==> src/rtl/ivt_pkg.sv <==
package ivt_pkg;
  // register byte offsets
  localparam int unsigned OFS_STATUS  = 0;
  localparam int unsigned OFS_CTRL    = 4;
  localparam int unsigned OFS_PER_LO  = 8;
  localparam int unsigned OFS_PER_HI  = 12;
  localparam int unsigned OFS_SNAP_LO = 16;
  localparam int unsigned OFS_SNAP_HI = 20;
  // control bit positions
  localparam int CB_IRQ_EN = 0;
  localparam int CB_CONT   = 1;
  localparam int CB_START  = 2;
  localparam int CB_STOP   = 3;
  localparam int CTRL_BITS = 4;
  // status bit positions
  localparam int SB_TIMEOUT = 0;
  localparam int SB_RUN     = 1;
endpackage

==> src/rtl/ivt_counter.sv <==
module ivt_counter #(
  parameter int DATA_W = 16
) (
  input  logic                  clk,
  input  logic                  rst,
  input  logic [1:0]            ld_half_i,
  input  logic [DATA_W-1:0]     wdata_i,
  input  logic                  start_i,
  input  logic                  stop_i,
  input  logic                  cont_i,
  output logic [2*DATA_W-1:0]   cnt_o,
  output logic [2*DATA_W-1:0]   period_o,
  output logic                  run_o,
  output logic                  timeout_o
);
  localparam int CNT_W  = 2 * DATA_W;
  localparam int HALVES = 2;

  logic [CNT_W-1:0] period_q, cnt_q, per_nxt;
  logic             run_q, load;

  always_comb begin
    per_nxt = period_q;
    for (int h = 0; h < HALVES; h++) begin
      if (ld_half_i[h]) per_nxt[h*DATA_W +: DATA_W] = wdata_i;
    end
  end

  assign load      = |ld_half_i;
  assign timeout_o = run_q && (cnt_q == '0);

  always_ff @(posedge clk) begin
    if (rst) begin
      period_q <= '1;
      cnt_q    <= '1;
      run_q    <= 1'b0;
    end else if (load) begin
      period_q <= per_nxt;
      cnt_q    <= per_nxt;
      run_q    <= 1'b0;
    end else begin
      if (run_q) begin
        if (cnt_q == '0) begin
          cnt_q <= period_q;
          run_q <= cont_i;
        end else begin
          cnt_q <= cnt_q - 1'b1;
        end
      end
      if (stop_i)       run_q <= 1'b0;
      else if (start_i) run_q <= 1'b1;
    end
  end

  assign cnt_o    = cnt_q;
  assign period_o = period_q;
  assign run_o    = run_q;

  assert_decrement_R3: assert property (@(posedge clk) disable iff (rst)
    (run_q && cnt_q != '0 && !load) |=> (cnt_q == $past(cnt_q) - 1'b1));
  assert_reload_R4: assert property (@(posedge clk) disable iff (rst)
    (timeout_o && !load) |=> (cnt_q == $past(period_q)));
  assert_oneshot_halt_R5: assert property (@(posedge clk) disable iff (rst)
    (timeout_o && !cont_i && !start_i && !load) |=> !run_q);
  assert_hold_R6: assert property (@(posedge clk) disable iff (rst)
    (!run_q && !load) |=> $stable(cnt_q));
  assert_start_R6: assert property (@(posedge clk) disable iff (rst)
    (start_i && !stop_i && !load) |=> run_q);
  assert_stop_R7: assert property (@(posedge clk) disable iff (rst)
    (stop_i && !load) |=> !run_q);
  assert_load_R8: assert property (@(posedge clk) disable iff (rst)
    load |=> (!run_q && cnt_q == period_q));
endmodule

==> src/rtl/ivt_ctrl.sv <==
module ivt_ctrl (
  input  logic                       clk,
  input  logic                       rst,
  input  logic                       ctrl_wr_i,
  input  logic                       status_wr_i,
  input  logic [ivt_pkg::CTRL_BITS-1:0] ctrl_bits_i,
  input  logic                       timeout_i,
  output logic                       irq_en_o,
  output logic                       cont_o,
  output logic                       to_o,
  output logic                       start_o,
  output logic                       stop_o,
  output logic                       irq_o
);
  import ivt_pkg::*;

  logic irq_en_q, cont_q, to_q, irq_q;
  logic to_nxt, irq_en_nxt;

  assign stop_o  = ctrl_wr_i && ctrl_bits_i[CB_STOP];
  assign start_o = ctrl_wr_i && ctrl_bits_i[CB_START] && !ctrl_bits_i[CB_STOP];

  always_comb begin
    to_nxt = to_q;
    if (timeout_i)        to_nxt = 1'b1;
    else if (status_wr_i) to_nxt = 1'b0;
    irq_en_nxt = ctrl_wr_i ? ctrl_bits_i[CB_IRQ_EN] : irq_en_q;
  end

  always_ff @(posedge clk) begin
    if (rst) begin
      irq_en_q <= 1'b0;
      cont_q   <= 1'b0;
      to_q     <= 1'b0;
      irq_q    <= 1'b0;
    end else begin
      irq_en_q <= irq_en_nxt;
      if (ctrl_wr_i) cont_q <= ctrl_bits_i[CB_CONT];
      to_q     <= to_nxt;
      irq_q    <= to_nxt && irq_en_nxt;
    end
  end

  assign irq_en_o = irq_en_q;
  assign cont_o   = cont_q;
  assign to_o     = to_q;
  assign irq_o    = irq_q;

  assert_timeout_sets_R3: assert property (@(posedge clk) disable iff (rst)
    timeout_i |=> to_q);
  assert_clear_R10: assert property (@(posedge clk) disable iff (rst)
    (status_wr_i && !timeout_i) |=> (!to_q && !irq_q));
  assert_irq_needs_flag_R11: assert property (@(posedge clk) disable iff (rst)
    irq_q |-> (to_q && irq_en_q));
endmodule

==> src/rtl/ivt_snapshot.sv <==
module ivt_snapshot #(
  parameter int CNT_W = 32
) (
  input  logic             clk,
  input  logic             rst,
  input  logic             cap_i,
  input  logic [CNT_W-1:0] cnt_i,
  output logic [CNT_W-1:0] snap_o
);
  logic [CNT_W-1:0] snap_q;

  always_ff @(posedge clk) begin
    if (rst)        snap_q <= '0;
    else if (cap_i) snap_q <= cnt_i;
  end

  assign snap_o = snap_q;

  assert_capture_R9: assert property (@(posedge clk) disable iff (rst)
    cap_i |=> (snap_q == $past(cnt_i)));
  assert_keep_R9: assert property (@(posedge clk) disable iff (rst)
    !cap_i |=> $stable(snap_q));
endmodule

==> src/rtl/ivt_timer.sv <==
module ivt_timer #(
  parameter int DATA_W = 16,
  parameter int ADDR_W = 5
) (
  input  logic              clk,
  input  logic              rst,
  input  logic              wr_en,
  input  logic [ADDR_W-1:0] addr,
  input  logic [DATA_W-1:0] wdata,
  output logic [DATA_W-1:0] rdata,
  output logic              irq
);
  import ivt_pkg::*;

  localparam int CNT_W = 2 * DATA_W;

  logic             sel_status, sel_ctrl, sel_plo, sel_phi, sel_slo, sel_shi, sel_any;
  logic [CNT_W-1:0] cnt, period, snap;
  logic             run, timeout, irq_en, cont, to_flag, start, stop;
  logic [DATA_W-1:0] rd_nxt, rdata_q;

  assign sel_status = (addr == ADDR_W'(OFS_STATUS));
  assign sel_ctrl   = (addr == ADDR_W'(OFS_CTRL));
  assign sel_plo    = (addr == ADDR_W'(OFS_PER_LO));
  assign sel_phi    = (addr == ADDR_W'(OFS_PER_HI));
  assign sel_slo    = (addr == ADDR_W'(OFS_SNAP_LO));
  assign sel_shi    = (addr == ADDR_W'(OFS_SNAP_HI));
  assign sel_any    = sel_status | sel_ctrl | sel_plo | sel_phi | sel_slo | sel_shi;

  ivt_counter #(.DATA_W(DATA_W)) u_counter (
    .clk       (clk),
    .rst       (rst),
    .ld_half_i ({wr_en && sel_phi, wr_en && sel_plo}),
    .wdata_i   (wdata),
    .start_i   (start),
    .stop_i    (stop),
    .cont_i    (cont),
    .cnt_o     (cnt),
    .period_o  (period),
    .run_o     (run),
    .timeout_o (timeout)
  );

  ivt_ctrl u_ctrl (
    .clk         (clk),
    .rst         (rst),
    .ctrl_wr_i   (wr_en && sel_ctrl),
    .status_wr_i (wr_en && sel_status),
    .ctrl_bits_i (wdata[CTRL_BITS-1:0]),
    .timeout_i   (timeout),
    .irq_en_o    (irq_en),
    .cont_o      (cont),
    .to_o        (to_flag),
    .start_o     (start),
    .stop_o      (stop),
    .irq_o       (irq)
  );

  ivt_snapshot #(.CNT_W(CNT_W)) u_snapshot (
    .clk    (clk),
    .rst    (rst),
    .cap_i  (wr_en && sel_slo),
    .cnt_i  (cnt),
    .snap_o (snap)
  );

  always_comb begin
    rd_nxt = '0;
    if (sel_status) begin
      rd_nxt[SB_TIMEOUT] = to_flag;
      rd_nxt[SB_RUN]     = run;
    end
    if (sel_ctrl) begin
      rd_nxt[CB_IRQ_EN] = irq_en;
      rd_nxt[CB_CONT]   = cont;
    end
    if (sel_plo) rd_nxt = period[DATA_W-1:0];
    if (sel_phi) rd_nxt = period[CNT_W-1:DATA_W];
    if (sel_slo) rd_nxt = snap[DATA_W-1:0];
    if (sel_shi) rd_nxt = snap[CNT_W-1:DATA_W];
  end

  always_ff @(posedge clk) begin
    if (rst) rdata_q <= '0;
    else     rdata_q <= rd_nxt;
  end

  assign rdata = rdata_q;

  assert_unmapped_zero_R12: assert property (@(posedge clk) disable iff (rst)
    !sel_any |=> (rdata == '0));
  assert_ctrl_strobes_zero_R2: assert property (@(posedge clk) disable iff (rst)
    sel_ctrl |=> (rdata[DATA_W-1:CB_START] == '0));
endmodule

==> config.mk <==
export PLATFORM = sky130hd
export DESIGN_NAME = ivt_timer
export DESIGN_NICKNAME = d
export VERILOG_FILES = /design/src/rtl/ivt_pkg.sv /design/src/rtl/ivt_counter.sv /design/src/rtl/ivt_ctrl.sv /design/src/rtl/ivt_snapshot.sv /design/src/rtl/ivt_timer.sv
export SDC_FILE = /design/constraint.sdc
export NUM_CORES = 1
export LEC_CHECK = 0
export BUFFER_PORTS_ARGS = -buffer_cell sky130_fd_sc_hd__buf_4
export CAP_MARGIN = 5
export CORE_AREA = 2 2 114 144
export DETAILED_ROUTE_END_ITERATION = 12
export DIE_AREA = 0 0 116 146
export GPL_TIMING_DRIVEN = 0
export PLACE_DENSITY_LB_ADDON = 0.3
export SETUP_SLACK_MARGIN = 0.5
export SYNTH_ARGS = -nofsm -noshare
export SYNTH_HDL_FRONTEND = slang
export SYNTH_SLANG_ARGS = --single-unit
==> constraint.sdc <==
create_clock -name clk -period 5.6 [get_ports clk]
set_clock_uncertainty 0.1 [all_clocks]
set_input_delay 0.56 -clock clk [delete_from_list [all_inputs] [get_ports clk]]
set_output_delay 0.56 -clock clk [all_outputs]
set_load 0.01 [all_outputs]
==> impl_metrics.json <==
{
  "rrSetupSlack_ns": 2.22,
  "place_ws_ns": 2.08,
  "hold_violations": 0,
  "cp-end-kind": "flop",
  "final_util_pct": 46.9,
  "min_period_over_period_pct": 60.4,
  "ctsResizeCount": 0,
  "cts_made_buffers": 17,
  "nets": 862,
  "clockBufferDepth": 2,
  "worst_pin_slew_ns": 1.21,
  "final.setup.worst_slack_ns": 2.22,
  "wl_mm": 21.3,
  "core_area_mm2": 0.0154,
  "first_pass_iters": 5,
  "synth-seq-cells": 117,
  "grt_pass1_vias": 5749,
  "slowest_delay_ns": 0.97,
  "drive_gt1_share_pct": 9.09,
  "fin_crit_ns": 3.38,
  "nFillCells": 1614,
  "placed_area_mm2": 0.00671,
  "areaGrowthSynthToFinish_pct": 17.7,
  "synth.distinct_cells": 54,
  "power.density_mw_per_mm2": 280,
  "synth_nets": 804,
  "ctsHoldBuffers": 0,
  "htree_levels": 4,
  "initial_utilization_pct": 39.9,
  "critPathMaxFanout": 9,
  "ys.flop_type": "dfxtp_1",
  "insertion_delay_ns": 0.43,
  "ys_seq_area_share_pct": 38.1,
  "dieArea_mm2": 0.0169,
  "hpwl_mm": 15.9,
  "min_from": "wdata[12]",
  "reg2reg_from": "u_counter.cnt_o[0]$_SDFFE_PP1P_",
  "fin_setup_tns_ns": 0,
  "cts_setup_buffers": 0,
  "num_rows": 51,
  "cts_tree": "done",
  "grt_pass1_wl_mm": 33.4,
  "wl_per_cell_um": 20.1,
  "remaining_drc_errors": 0,
  "p_total_uw": 2030,
  "outcome": "finished clean",
  "rr_endpoint": "u_counter.cnt_o[18]$_SDFFE_PP1P_",
  "die_h_um": 146,
  "arrival_ns": 3.59,
  "synth-edff-count": 0,
  "peakVddDrop_mv": 0.193,
  "reg2reg_depth": 9,
  "required_ns": 5.81,
  "die_w_um": 116,
  "crit_path_cell_trace": "inv_1, ha_1, nor3b_1, and3_1, clkbuf_1, nand4b_1, xor2_1, a21oi_1, or3_1",
  "leakagePower_uw": 0.00273,
  "grt_max_degree": 17,
  "layout_common_cells": "nand2_1 (150), dfxtp_1 (117), clkbuf_1 (60)",
  "synth_area_mm2": 0.00615,
  "postRouteAntennaNets": 0,
  "maxCapViolCount": 0,
  "setup_viol": 0,
  "use_met2_pct": 40.6,
  "worst_path_max_delay_cell": "nor3b_1",
  "path_class": "reg2reg",
  "via_per_inst": 5.65,
  "cts-root-buf": "clkbuf_16",
  "io_pins": 41,
  "hold_class": "in2reg",
  "setup.worst_path.start_class": "flop",
  "avgSynthCellArea_um2": 7.91,
  "grt_busiest_layer": "met2",
  "vias": 5984,
  "routabilityCongestion": 0.985,
  "max_freq_mhz": 296,
  "grt_setup_unrepaired": "false",
  "gr-usage-all-layers_pct": 26.2,
  "layout_commonest_cell": "nand2_1",
  "port_buffers": 39,
  "insertedDiodeCount": 0,
  "hold_depth": 3,
  "relSlewSlack_pct": 19.2,
  "drt_iter0_markers": 586,
  "use_met3_pct": 5.83,
  "yosysWarnings": 0,
  "maxSlewViolCount": 0,
  "clkTransAtPathRegs_ns": 0.05,
  "min_to": "u_counter.period_o[12]$_SDFFE_PP1P_",
  "grt_overflow": 0,
  "clock_sinks": 117,
  "grtUsageMet1_pct": 34.4,
  "postSynthCellCount": 778,
  "post-route-cell-area_mm2": 0.00724,
  "grt_antenna_before_repair": 0,
  "ys_async_sr_fraction_pct": 0
}
## stage by stage
step / hold slack (ns) / std cells
floorplan: 0.336 / 778
CTS: 0.265 / 1059
detailed placement: 0.347 / 1029
global route: 0.279 / 1059
finish: 0.273 / 1059
global placement: 0.342 / 1029
## critical path: cells and delay by family (launching register included)
family / cells / cell delay, ns
flip-flops: 1 / 0.35
adder cells (fa/ha/maj): 1 / 0.20
buffers and inverters: 2 / 0.57
XOR/XNOR: 1 / 0.17
AND/OR/NAND/NOR: 4 / 1.79
AO/OA/AOI/OAI: 1 / 0.08
## final cells by class
type                       count  area [um2]  share of cell area (%)
sequential                   117        2340                    32.3
inverter                       7        26.3                   0.363
clock inverter                 6        80.1                    1.11
clock buffer                  24         452                    6.23
multi-input combinational    592        3530                    48.8
buffer                        62         251                    3.47
timing repair buffer          39         293                    4.04
tap                          212         265                    3.66
## Yosys cell counts (3+ instances only)
master	number	area [um2]
a211o_1	8	70.1
a211oi_1	3	22.5
a21oi_1	58	290
a221oi_1	3	26.3
a22oi_1	3	22.5
a31oi_1	4	25.0
and2_1	4	25.0
buf_1	4	15.0
buf_2	3	15.0
clkbuf_1	53	199
dfxtp_1	117	2340
inv_1	7	26.3
mux2_2	5	56.3
mux2i_1	58	581
nand2_1	150	563
nand2b_1	7	43.8
nand3_1	6	30.0
nand3b_1	38	285
nand4_1	3	18.8
nor2_1	52	195
nor3_1	25	125
nor3b_1	13	97.6
nor4_1	8	50.1
o211ai_1	3	22.5
o21ai_0	50	250
o22a_1	15	131
o22ai_1	5	31.3
o31ai_1	3	22.5
o41ai_1	3	26.3
or3_1	14	87.6
or4_1	5	37.5
xnor2_1	7	61.3
xor2_1	8	70.1
## kinds of logic after synthesis
family                   count (synthesis)  synth area share [%]
buffers and inverters                   69                  4.51
XOR/XNOR                                15                  2.13
AO/OA/AOI/OAI                          176                  17.7
adder cells (fa/ha/maj)                  2                 0.407
flip-flops                             117                  38.1
AND/OR/NAND/NOR                        336                  26.8
multiplexers                            63                  10.3
## registers in the layout, summed over array words and instances, names as in the netlist, 16 cells and up
signal              cells
u_snapshot.snap_o      32
u_counter.cnt_o        32
rdata                  16
u_counter.period_o     32
## layer usage
| layer | up-vias | part of all wire (%) |
|---|---|---|
| met1 | 2785 | 43 |
| met3 | 57 | 7.0 |
| met4 | 0 | 3.9 |
| met5 | - | 0 |
| met2 | 260 | 46 |
| li1 | 2882 | - |
## worst max-delay path by stage
stage | start | slack [ns] | endpoint
4_1_cts | u_counter.cnt_o[0]$_SDFFE_PP1P_ | 2.32 | u_counter.cnt_o[22]$_SDFFE_PP1P_
6_report | u_counter.cnt_o[0]$_SDFFE_PP1P_ | 2.22 | u_counter.cnt_o[18]$_SDFFE_PP1P_
3_3_place_gp | addr[2] | 2.08 | rdata[12]$_SDFF_PP0_
3_5_place_dp | addr[2] | 2.08 | rdata[9]$_SDFF_PP0_
5_1_grt | u_counter.cnt_o[12]$_SDFFE_PP1P_ | 2.16 | u_counter.cnt_o[13]$_SDFFE_PP1P_
2_1_floorplan | u_counter.cnt_o[15]$_SDFFE_PP1P_ | 2.72 | u_counter.cnt_o[0]$_SDFFE_PP1P_
## power breakdown
group | internal (uW) | switching, uW
registers | 847 | 15.6
logic | 56.7 | 83.5
clock network | 645 | 377
Power figures use the tool's default switching activity.
